File: src/rtl/tmr_pkg.sv
package tmr_pkg;

  localparam int CTRL_W = 8;

  // word offsets
  localparam int OFS_LOAD   = 0;
  localparam int OFS_VALUE  = 1;
  localparam int OFS_CTRL   = 2;
  localparam int OFS_ICLR   = 3;
  localparam int OFS_RAW    = 4;
  localparam int OFS_MASKED = 5;
  localparam int OFS_BGLOAD = 6;

  typedef struct packed {
    logic       en;        // bit 7
    logic       periodic;  // bit 6
    logic       ie;        // bit 5
    logic       spare;     // bit 4
    logic [1:0] psel;      // bits 3:2
    logic       wide;      // bit 1
    logic       oneshot;   // bit 0
  } ctrl_t;

  localparam logic [CTRL_W-1:0] CTRL_RST = 8'h20;

  localparam logic [1:0] PS_DIV1   = 2'b00;
  localparam logic [1:0] PS_DIV16  = 2'b01;
  localparam logic [1:0] PS_DIV256 = 2'b10;

endpackage

File: src/rtl/tmr_prescaler.sv
module tmr_prescaler #(
  parameter int MID_LOG = 4,
  parameter int HI_LOG  = 8
) (
  input  logic       clk,
  input  logic       rst,
  input  logic       run,
  input  logic       restart,
  input  logic [1:0] psel,
  output logic       tick
);
  import tmr_pkg::*;

  localparam int PH_W = HI_LOG;
  localparam logic [PH_W-1:0] LAST_MID = PH_W'((1 << MID_LOG) - 1);
  localparam logic [PH_W-1:0] LAST_HI  = PH_W'((1 << HI_LOG) - 1);

  logic [PH_W-1:0] phase;
  logic [PH_W-1:0] last;

  always_comb begin
    case (psel)
      PS_DIV16:  last = LAST_MID;
      PS_DIV256: last = LAST_HI;
      default:   last = '0;
    endcase
  end

  assign tick = run && !restart && (phase == last);

  always_ff @(posedge clk) begin
    if (rst || !run || restart || tick) begin
      phase <= '0;
    end else begin
      phase <= phase + PH_W'(1);
    end
  end

endmodule

File: src/rtl/tmr_counter.sv
module tmr_counter #(
  parameter int DATA_W   = 32,
  parameter int NARROW_W = 16
) (
  input  logic              clk,
  input  logic              rst,
  input  logic              tick,
  input  logic              wide,
  input  logic              oneshot,
  input  logic              freerun,
  input  logic              load_now,
  input  logic [DATA_W-1:0] load_val,
  input  logic              remask,
  input  logic              wide_new,
  input  logic [DATA_W-1:0] reload_val,
  output logic [DATA_W-1:0] count,
  output logic              wrap
);

  localparam logic [DATA_W-1:0] MASK_WIDE   = '1;
  localparam logic [DATA_W-1:0] MASK_NARROW = DATA_W'((64'd1 << NARROW_W) - 64'd1);

  logic [DATA_W-1:0] mask_cur;
  logic [DATA_W-1:0] mask_new;
  logic [DATA_W-1:0] wrap_val;
  logic              at_zero;

  assign mask_cur = wide ? MASK_WIDE : MASK_NARROW;
  assign mask_new = wide_new ? MASK_WIDE : MASK_NARROW;
  assign at_zero  = (count == '0);
  assign wrap     = tick && at_zero && !load_now;

  always_comb begin
    if (oneshot) begin
      wrap_val = '0;
    end else if (freerun) begin
      wrap_val = mask_cur;
    end else begin
      wrap_val = reload_val & mask_cur;
    end
  end

  always_ff @(posedge clk) begin
    if (rst) begin
      count <= '0;
    end else if (load_now) begin
      count <= load_val & mask_cur;
    end else if (remask) begin
      count <= count & mask_new;
    end else if (wrap) begin
      count <= wrap_val;
    end else if (tick) begin
      count <= count - DATA_W'(1);
    end
  end

endmodule

File: src/rtl/tmr_regs.sv
module tmr_regs #(
  parameter int DATA_W = 32,
  parameter int ADDR_W = 3
) (
  input  logic              clk,
  input  logic              rst,
  input  logic [ADDR_W-1:0] reg_addr,
  input  logic              reg_we,
  input  logic [DATA_W-1:0] reg_wdata,
  input  logic [DATA_W-1:0] count,
  input  logic              wrap,
  output tmr_pkg::ctrl_t    ctrl_q,
  output tmr_pkg::ctrl_t    ctrl_wval,
  output logic              ctrl_wr,
  output logic              load_now,
  output logic [DATA_W-1:0] reload_q,
  output logic [DATA_W-1:0] reg_rdata,
  output logic              irq
);
  import tmr_pkg::*;

  localparam logic [ADDR_W-1:0] A_LOAD   = ADDR_W'(OFS_LOAD);
  localparam logic [ADDR_W-1:0] A_VALUE  = ADDR_W'(OFS_VALUE);
  localparam logic [ADDR_W-1:0] A_CTRL   = ADDR_W'(OFS_CTRL);
  localparam logic [ADDR_W-1:0] A_ICLR   = ADDR_W'(OFS_ICLR);
  localparam logic [ADDR_W-1:0] A_RAW    = ADDR_W'(OFS_RAW);
  localparam logic [ADDR_W-1:0] A_MASKED = ADDR_W'(OFS_MASKED);
  localparam logic [ADDR_W-1:0] A_BGLOAD = ADDR_W'(OFS_BGLOAD);

  ctrl_t             ctrl_d;
  logic              raw_q, raw_d;
  logic              bg_wr, clr_wr;
  logic [DATA_W-1:0] rd_d;

  assign ctrl_wval = ctrl_t'(reg_wdata[CTRL_W-1:0]);
  assign ctrl_wr   = reg_we && (reg_addr == A_CTRL);
  assign load_now  = reg_we && (reg_addr == A_LOAD);
  assign bg_wr     = reg_we && (reg_addr == A_BGLOAD);
  assign clr_wr    = reg_we && (reg_addr == A_ICLR);

  always_comb begin
    ctrl_d = ctrl_q;
    if (ctrl_wr) begin
      ctrl_d = ctrl_wval;
    end else if (wrap && ctrl_q.oneshot) begin
      ctrl_d.en = 1'b0;
    end
  end

  always_comb begin
    if (wrap) begin
      raw_d = 1'b1;
    end else if (clr_wr) begin
      raw_d = 1'b0;
    end else begin
      raw_d = raw_q;
    end
  end

  always_comb begin
    case (reg_addr)
      A_LOAD, A_BGLOAD: rd_d = reload_q;
      A_VALUE:          rd_d = count;
      A_CTRL:           rd_d = DATA_W'(ctrl_q);
      A_RAW:            rd_d = DATA_W'(raw_q);
      A_MASKED:         rd_d = DATA_W'(raw_q & ctrl_q.ie);
      default:          rd_d = '0;
    endcase
  end

  always_ff @(posedge clk) begin
    if (rst) begin
      ctrl_q    <= ctrl_t'(CTRL_RST);
      raw_q     <= 1'b0;
      reload_q  <= '0;
      reg_rdata <= '0;
      irq       <= 1'b0;
    end else begin
      ctrl_q    <= ctrl_d;
      raw_q     <= raw_d;
      reg_rdata <= rd_d;
      irq       <= raw_d & ctrl_d.ie;
      if (load_now || bg_wr) begin
        reload_q <= reg_wdata;
      end
    end
  end

endmodule

File: src/rtl/interval_timer.sv
module interval_timer #(
  parameter int DATA_W   = 32,
  parameter int NARROW_W = 16,
  parameter int ADDR_W   = 3,
  parameter int MID_LOG  = 4,
  parameter int HI_LOG   = 8
) (
  input  logic              clk,
  input  logic              rst,
  input  logic [ADDR_W-1:0] reg_addr,
  input  logic              reg_we,
  input  logic [DATA_W-1:0] reg_wdata,
  output logic [DATA_W-1:0] reg_rdata,
  output logic              irq
);
  import tmr_pkg::*;

  ctrl_t             ctrl_q;
  ctrl_t             ctrl_wval;
  logic              ctrl_wr;
  logic              load_now;
  logic [DATA_W-1:0] reload_q;
  logic [DATA_W-1:0] count;
  logic              tick;
  logic              wrap;
  logic              freerun;

  assign freerun = !ctrl_q.periodic && !ctrl_q.oneshot;

  tmr_regs #(.DATA_W(DATA_W), .ADDR_W(ADDR_W)) u_regs (
    .clk       (clk),
    .rst       (rst),
    .reg_addr  (reg_addr),
    .reg_we    (reg_we),
    .reg_wdata (reg_wdata),
    .count     (count),
    .wrap      (wrap),
    .ctrl_q    (ctrl_q),
    .ctrl_wval (ctrl_wval),
    .ctrl_wr   (ctrl_wr),
    .load_now  (load_now),
    .reload_q  (reload_q),
    .reg_rdata (reg_rdata),
    .irq       (irq)
  );

  tmr_prescaler #(.MID_LOG(MID_LOG), .HI_LOG(HI_LOG)) u_ps (
    .clk     (clk),
    .rst     (rst),
    .run     (ctrl_q.en),
    .restart (ctrl_wr),
    .psel    (ctrl_q.psel),
    .tick    (tick)
  );

  tmr_counter #(.DATA_W(DATA_W), .NARROW_W(NARROW_W)) u_cnt (
    .clk        (clk),
    .rst        (rst),
    .tick       (tick),
    .wide       (ctrl_q.wide),
    .oneshot    (ctrl_q.oneshot),
    .freerun    (freerun),
    .load_now   (load_now),
    .load_val   (reg_wdata),
    .remask     (ctrl_wr),
    .wide_new   (ctrl_wval.wide),
    .reload_val (reload_q),
    .count      (count),
    .wrap       (wrap)
  );

endmodule

File: config.mk
export PLATFORM = sky130hd
export DESIGN_NAME = interval_timer
export DESIGN_NICKNAME = d
export VERILOG_FILES = /design/src/rtl/tmr_pkg.sv /design/src/rtl/tmr_prescaler.sv /design/src/rtl/tmr_counter.sv /design/src/rtl/tmr_regs.sv /design/src/rtl/interval_timer.sv
export SDC_FILE = /design/constraint.sdc
export NUM_CORES = 1
export LEC_CHECK = 0
export CORE_ASPECT_RATIO = 0.6
export CORE_MARGIN = 2
export CORE_UTILIZATION = 57
export DETAILED_ROUTE_END_ITERATION = 16
export DONT_BUFFER_PORTS = 1
export PLACE_DENSITY_LB_ADDON = 0.2
export SLEW_MARGIN = 20
export SYNTH_ARGS = -nofsm -noshare
export SYNTH_HDL_FRONTEND = slang
export SYNTH_SLANG_ARGS = --single-unit
File: constraint.sdc
create_clock -name clk -period 2.8 [get_ports clk]
set_clock_uncertainty 0.1 [all_clocks]
set_input_delay 0.42 -clock clk [delete_from_list [all_inputs] [get_ports clk]]
set_output_delay 0.42 -clock clk [all_outputs]
set_load 0.01 [all_outputs]
==> impl_metrics.tcl, run 1 <==
set metrics [dict create \
    unrepaired_setup_endpoints_after_global_routing "true" \
    numPlacedInstances 869 \
    setup_violations 2 \
    post-synth-top-area-cell "sky130_fd_sc_hd__dfxtp_1" \
    post_synthesis_instance_area_mm2 0.00560 \
    dpl_cell_area_mm2 0.00612 \
    stdcell_count 910 \
    critPathMaxFanout 7 \
    average_via_count_per_standard_cell 6.66 \
    max_cap_violations 0 \
    power.ir.vdd_worst_mv 0.556 \
    synth_area_per_cell_um2 7.74 \
    ys_dominant_reg_cell "sky130_fd_sc_hd__dfxtp_1" \
    worst_r2r_endpoint "u_cnt.count[16]" \
    synth_simple_gate_area_frac 0.239 \
    core-area_mm2 0.00936 \
    clk-insertion-delay-late_ns 0.42 \
    start_util 0.598 \
    run_status "complete, but fails checks" \
    total_leakage_power_nw 2.62 \
    nets 809 \
    worst_setup_path_start_kind "register" \
    syn-num-nets 764 \
    remaining_drc_errors 0 \
    post-route-worst-setup-slack_ns -0.0773 \
    holdPathEnd "u_cnt.count[1]" \
    clock_tree_from_tritoncts "yes" \
    synthDistinctLibCells 63 \
    adder_and_majority_gate_portion_of_the_synthesized_area 0.00671 \
    final_replace_weighted_congestion 1.00 \
    syn_to_final_growth_pct 24.8 \
    tightest_slew_ns 0.638 \
    achievable-frequency_mhz 348 \
    power.density_mw_per_mm2 710 \
    drtIter0Drc 843 \
    clk_transition_reported_paths_ns 0.06 \
    synth.ff_latch_count 114 \
    pre_cts_slack_ns -0.0500 \
    criticalPathCategory "register to register" \
    grt_pass1_wl_mm 30.0 \
    grt_remaining_overflow 0 \
    die_outline_area_mm2 0.0107 \
    synthDominantCellAreaShare 0.408 \
    synth_compound_gate_area_share 0.266 \
    diodes 0 \
    first_pass_iters 6 \
    synth_top_family_by_area "compound AO/OA/AOI/OAI gates" \
    syn-instance-count 723 \
    cts.sink_count 114 \
    report.final.hold_viol_count 0 \
    first_global_vias 5487 \
    vias 6059 \
    violated_checks "setup timing" \
    floorplan.die.width_um 132 \
    grt_usage 0.366 \
    hold_depth 1 \
    die_y_um 80.8 \
    synth-async-reset-ratio 0 \
    drive_gt1_frac 0.196 \
    synth-edff-count 0 \
    buffer_ports.inserted 0 \
    clockBufferDepth 2 \
    worstHoldPathType "input pin to register" \
    setup.reg_to_reg.worst_slack_ns -0.08 \
    place_hpwl_mm 13.2 \
    yosysSeqAreaShare 0.408 \
    route.antenna.remaining_nets 0 \
    pin_count_of_the_biggest_net_entering_global_routing 60 \
    relSlewSlack 0.574 \
    clock_tree.htree_level_count 4 \
    worstSetupEndpointType "register" \
    critPathRequiredTime_ns 3.00 \
    final-max-slew-violation-count 0 \
    io_pins 71 \
    synth_xor_xnor_area_share 0.0266 \
    rr_startpoint "u_cnt.count[7]" \
    cell_at_the_root_of_the_clock_tree "sky130_fd_sc_hd__clkbuf_16" \
    numCtsBuffers 17 \
    min_period_ns 2.88 \
    post_drt_wl_per_cell_um 21.9 \
    cp_data_arrival_time_ns 3.07 \
    worst_r2r_path_cells 8 \
    finalCritPeriodShare 1.03 \
    wirelength_mm 19.9 \
    hold_path_startpoint "rst" \
    ys_top_cells_by_area "sky130_fd_sc_hd__dfxtp_1 (41%), sky130_fd_sc_hd__nand2_1 (7.8%), sky130_fd_sc_hd__a21oi_1 (6.8%), sky130_fd_sc_hd__a22oi_1 (5.5%), sky130_fd_sc_hd__nor2_1 (5.5%)" \
    grt_antenna_before_repair 0 \
    postLayoutCellArea_mm2 0.00699 \
    synth.yosys.warnings 0 \
    core.rowCount 27 \
    synthMuxAreaShare 0.00917 \
]
registers in the layout, summed over array words and instances, names as in the netlist:
name              cells
u_ps.phase            8
u_cnt.count          32
u_regs.reload_q      32
u_regs.ctrl_q         8
u_regs.reg_rdata     32
u_regs.irq            1
u_regs.raw_q          1
synthesized netlist by cell type, types with 4 or more instances:
cell type,instances
sky130_fd_sc_hd__clkbuf_1,50
sky130_fd_sc_hd__or3_1,5
sky130_fd_sc_hd__a31oi_1,8
sky130_fd_sc_hd__nor2b_1,4
sky130_fd_sc_hd__o21a_1,5
sky130_fd_sc_hd__a211oi_1,10
sky130_fd_sc_hd__nor3_1,14
sky130_fd_sc_hd__o31ai_1,12
sky130_fd_sc_hd__nand2_1,117
sky130_fd_sc_hd__nand3_1,10
sky130_fd_sc_hd__o211ai_1,10
sky130_fd_sc_hd__inv_1,8
sky130_fd_sc_hd__a21boi_0,4
sky130_fd_sc_hd__dfxtp_1,114
sky130_fd_sc_hd__mux2i_1,4
sky130_fd_sc_hd__nand2b_1,6
sky130_fd_sc_hd__o21ai_0,36
sky130_fd_sc_hd__xor2_1,9
sky130_fd_sc_hd__a21oi_1,76
sky130_fd_sc_hd__and3_1,7
sky130_fd_sc_hd__or4_1,10
sky130_fd_sc_hd__or2_2,4
sky130_fd_sc_hd__a22oi_1,41
sky130_fd_sc_hd__nor2_1,82
sky130_fd_sc_hd__o22ai_1,9
sky130_fd_sc_hd__nor4_1,6
sky130_fd_sc_hd__xnor2_1,8
cells by family after synthesis:
group | Yosys count
and+or+nand+nor | 287
AOI/OAI and AO/OA | 234
DFF | 114
buffers and inverters | 63
xor gates and xnor gates | 17
muxes | 5
adders and majority gates | 3
metrics by stage:
stage / TNS (ns) / utilization / hold WS (ns) / power (mW)
after floorplan: -0.0732 / - / 0.336 / 2.30
after detailed placement: -0.124 / 0.654 / 0.344 / 2.55
after global placement: 0 / 0.654 / 0.341 / 2.55
final: -0.0971 / 0.747 / 0.0113 / 4.96
after global routing: -0.442 / 0.747 / 0.0185 / 5.09
after CTS: 0 / 0.725 / 0.0119 / 4.86
layer usage:
metal,track usage,vias up,share of wire
met5,0,-,0
met2,0.521,472,0.41
met3,0.133,56,0.14
li1,-,2699,-
met1,0.516,2832,0.42
met4,0.113,0,0.020
cell type report:
cell class / instances / area [um2]
Timing Repair Buffer: 81 / 681
Clock inverter: 10 / 156
Tap cell: 130 / 163
Inverter: 8 / 32.5
Clock buffer: 21 / 470
Multi-Input combinational cell: 546 / 3200
Sequential cell: 114 / 2290
Fill cell: 709 / 2370
layout by cell type (no fill, tap or decap), types with 3 or more instances in the layout:
master                      count
sky130_fd_sc_hd__nand2_1      116
sky130_fd_sc_hd__dfxtp_1      111
sky130_fd_sc_hd__nor2_1        81
sky130_fd_sc_hd__a21oi_1       74
sky130_fd_sc_hd__buf_4         74
sky130_fd_sc_hd__a22oi_1       41
sky130_fd_sc_hd__o21ai_0       35
sky130_fd_sc_hd__clkbuf_16     18
sky130_fd_sc_hd__nor3_1        14
sky130_fd_sc_hd__nand3_1       10
sky130_fd_sc_hd__o211ai_1      10
sky130_fd_sc_hd__xor2_1         9
sky130_fd_sc_hd__a211oi_1       9
sky130_fd_sc_hd__o22ai_1        9
sky130_fd_sc_hd__xnor2_1        8
sky130_fd_sc_hd__a31oi_1        8
sky130_fd_sc_hd__or4_1          7
sky130_fd_sc_hd__and3_1         7
sky130_fd_sc_hd__o31ai_2        7
sky130_fd_sc_hd__inv_1          6
sky130_fd_sc_hd__nand2b_1       6
sky130_fd_sc_hd__or4_4          6
sky130_fd_sc_hd__or3_1          5
sky130_fd_sc_hd__nor4_1         5
sky130_fd_sc_hd__o31ai_1        5
sky130_fd_sc_hd__o21a_1         5
sky130_fd_sc_hd__mux2i_1        4
sky130_fd_sc_hd__or2_2          4
sky130_fd_sc_hd__clkinv_2       4
sky130_fd_sc_hd__bufinv_16      4
sky130_fd_sc_hd__nand4_1        3
sky130_fd_sc_hd__nor4_4         3
sky130_fd_sc_hd__a21boi_0       3
sky130_fd_sc_hd__a32o_1         3
sky130_fd_sc_hd__a21o_1         3
sky130_fd_sc_hd__clkbuf_8       3
worst max-delay path, stage by stage, from the launching register on:
cell and delay [ns]:
sky130_fd_sc_hd__dfxtp_2 0.34, sky130_fd_sc_hd__or4_4 0.59, sky130_fd_sc_hd__or4_4 0.57, sky130_fd_sc_hd__nor4_4 0.26, sky130_fd_sc_hd__and2_4 0.23, sky130_fd_sc_hd__buf_8 0.12
sky130_fd_sc_hd__a22oi_1 0.08, sky130_fd_sc_hd__a222oi_1 0.39, sky130_fd_sc_hd__nor2_1 0.08
worst max path at each step:
| stage | start | end | slack (ns) | cells past startpoint |
|---|---|---|---|---|
| final | u_cnt.count[7] | u_cnt.count[16] | -0.08 | 8 |
| after detailed placement | u_cnt.count[0] | u_cnt.count[16] | -0.05 | 10 |
| after floorplan | u_cnt.count[0] | u_cnt.count[16] | -0.04 | 12 |
| after global placement | u_cnt.count[0] | u_cnt.count[16] | 0.02 | 10 |
| after global routing | u_cnt.count[7] | u_cnt.count[16] | -0.12 | 8 |
| after CTS | u_cnt.count[0] | u_cnt.count[27] | 0.006 | 9 |
power by group:
part / switching, mW / internal, mW
Combinational: 0.503 / 0.410
Clock: 0.769 / 1.55
Sequential: 0.0563 / 1.68
timing repair:
item / CTS / global route
setup buffers: 0 / 8
hold buffers: 1 / 0
endpoints found under the hold margin: 59 / 0
cloned: 0 / 1
setup endpoints to repair: 8 / 30
gates resized for setup: 3 / 32
pin swaps: 1 / 13
No activity file was read; power rests on OpenSTA's default activity.
==> run 2: changes to the inputs <==
- RECOVER_POWER: unset -> 25
==> run 2 against run 1 <==
Compared with the run above:
- the flow still finishes with violations (setup timing)
- global-route usage unchanged
- total power down 0.24%
- routed wire length rose by 0.21%
- register-to-register slack about the same
- sequential share of layout area hardly changed
- clock power hardly changed
- critical endpoint unchanged
- largest cell class unchanged
- largest power group unchanged
- highest routed layer unchanged
==> impl_metrics.tcl, run 2 (synthesis results as in run 1) <==
set metrics [dict create \
    pre_cts_slack_ns -0.0500 \
    final-max-slew-violation-count 0 \
    cp_data_arrival_time_ns 3.08 \
    cell_at_the_root_of_the_clock_tree "sky130_fd_sc_hd__clkbuf_16" \
    start_util 0.598 \
    numCtsBuffers 17 \
    grt_usage 0.366 \
    floorplan.die.width_um 132 \
    route.antenna.remaining_nets 0 \
    clockBufferDepth 2 \
    clock_tree.htree_level_count 4 \
    criticalPathCategory "register to register" \
    worst_hold_slack_ns 0.0221 \
    syn_to_final_growth_pct 24.7 \
    mostFrequentLayoutCells "sky130_fd_sc_hd__nand2_1 (116), sky130_fd_sc_hd__dfxtp_1 (111), sky130_fd_sc_hd__nor2_1 (81), sky130_fd_sc_hd__a21oi_1 (74), sky130_fd_sc_hd__buf_4 (72)" \
    die_y_um 80.8 \
    core.rowCount 27 \
    unrepaired_setup_endpoints_after_global_routing "true" \
    wirelength_mm 20.0 \
    finalCoreUtilization 0.746 \
    remaining_drc_errors 0 \
    clock_tree_from_tritoncts "yes" \
    achievable-frequency_mhz 347 \
    vias 6052 \
    tightest_slew_ns 0.748 \
    max_cap_violations 0 \
    first_global_vias 5487 \
    grt_remaining_overflow 0 \
    buffer_ports.inserted 0 \
    power.density_mw_per_mm2 710 \
    die_outline_area_mm2 0.0107 \
    p_seq_frac 0.350 \
    post-route-worst-setup-slack_ns -0.0846 \
    pin_count_of_the_biggest_net_entering_global_routing 60 \
    run_status "complete, but fails checks" \
    clk_transition_reported_paths_ns 0.05 \
    power_share_of_the_clock_group 0.466 \
    numPlacedInstances 869 \
    diodes 0 \
    internal_power_mw 3.63 \
    worstSetupEndpointType "register" \
    timing.setup.tns_ns -0.111 \
    path_common_cell "sky130_fd_sc_hd__or4_4" \
    first_pass_iters 6 \
    mostFrequentLayoutCell "sky130_fd_sc_hd__nand2_1" \
    relSlewSlack 0.501 \
    grt_pass1_wl_mm 30.0 \
    min_period_ns 2.88 \
    setup_violations 2 \
    critPathRequiredTime_ns 2.99 \
    worst_setup_path_start_kind "register" \
    combPwrFrac 0.184 \
    report.final.hold_viol_count 0 \
    power.switching_mw 1.32 \
    finalCritPeriodShare 1.03 \
    drtIter0Drc 894 \
    violated_checks "setup timing" \
    nets 809 \
    critPathMaxFanout 7 \
    setup.reg_to_reg.worst_slack_ns -0.08 \
    filler_cell_count 713 \
    place_hpwl_mm 13.2 \
    average_via_count_per_standard_cell 6.65 \
    power.ir.vdd_worst_mv 0.548 \
    delay_of_the_slowest_cell_on_the_worst_path_ns 0.59 \
    drive_gt1_frac 0.192 \
    worstHoldPathType "input pin to register" \
    post_drt_wl_per_cell_um 21.9 \
    sw_share 0.266 \
    io_pins 71 \
    stdcell_count 910 \
    final_replace_weighted_congestion 1.00 \
    clk-insertion-delay-late_ns 0.41 \
    timing.critical_path.slowest_stage_cell "sky130_fd_sc_hd__or4_4" \
    grt_antenna_before_repair 0 \
    total_leakage_power_nw 2.61 \
    core-area_mm2 0.00936 \
    cts.sink_count 114 \
    top_flop_regs "u_cnt.count x32, u_regs.reg_rdata x32, u_regs.reload_q x32" \
    worst_path_cell_chain "or4_4 > or4_4 > nor4_4 > and2_4 > buf_8 > a22oi_1 > a222oi_1 > nor2_1" \
]
## run 2: cell count changes in the layout (fill, tap and decap cells not counted), sizes merged
cell / change
buf: -2
clkbuf: +2
## run 2: final cells by class
| class | instances | area, um2 | area share |
|---|---|---|---|
| flip-flops and latches | 114 | 2290 | 0.328 |
| multi-input cells | 546 | 3190 | 0.458 |
| clock inverters | 10 | 156 | 0.0224 |
| clock buffers | 21 | 470 | 0.0674 |
| well taps | 130 | 163 | 0.0233 |
| inverters | 8 | 32.5 | 0.00466 |
| repair buffers | 81 | 673 | 0.0965 |
## run 2: worst paths after layout
kind / start / depth (start not counted) / end
max: u_cnt.count[7] / 8 / u_cnt.count[16]
min: rst / 1 / u_cnt.count[1]
max reg2reg: u_cnt.count[7] / 8 / u_cnt.count[16]
min reg2reg: u_regs.ctrl_q[4] / 2 / u_regs.ctrl_q[4]
## run 2: critical path, delay by kind of cell (launching register included)
family	cells	cell delay, ns
flip-flops	1	0.34
buffers and inverters	1	0.12
AND/OR/NAND/NOR	5	1.74
AO/OA/AOI/OAI	2	0.47
## run 2: power groups by stage
stage	sequential (mW)	clock [mW]	combinational (mW)
finish	1.73	2.31	0.910
global route	1.74	2.39	0.968
CTS	1.73	2.31	0.822
detailed placement	1.76	0	0.789
global placement	1.76	0	0.786
floorplan	1.75	0	0.553
## run 2: per-layer routing
| metal | vias to the layer above | global-route usage | routed length [um] | share of wire |
|---|---|---|---|---|
| met3 | 38 | 0.133 | 3040 | 0.15 |
| met2 | 506 | 0.521 | 8370 | 0.42 |
| li1 | 2701 | - | - | - |
| met5 | - | 0 | 0 | 0 |
| met1 | 2807 | 0.516 | 8270 | 0.41 |
| met4 | 0 | 0.113 | 278 | 0.014 |
## run 2: what timing repair did
action                                  4_1_cts  5_1_grt
hold buffers                                  1        0
cloned                                        0        1
resized for setup                             3       32
pin swaps                                     1       13
endpoints found under the setup margin        8       30
hold endpoints to repair                     59        0
setup buffers                                 0        8
## run 2: per-stage QoR
stage | total power, mW | cell area [um2]
after floorplan | 2.30 | 5630
after CTS | 4.86 | 6780
after global routing | 5.09 | 6980
final | 4.95 | 6980
after detailed placement | 2.55 | 6120
after global placement | 2.55 | 6120
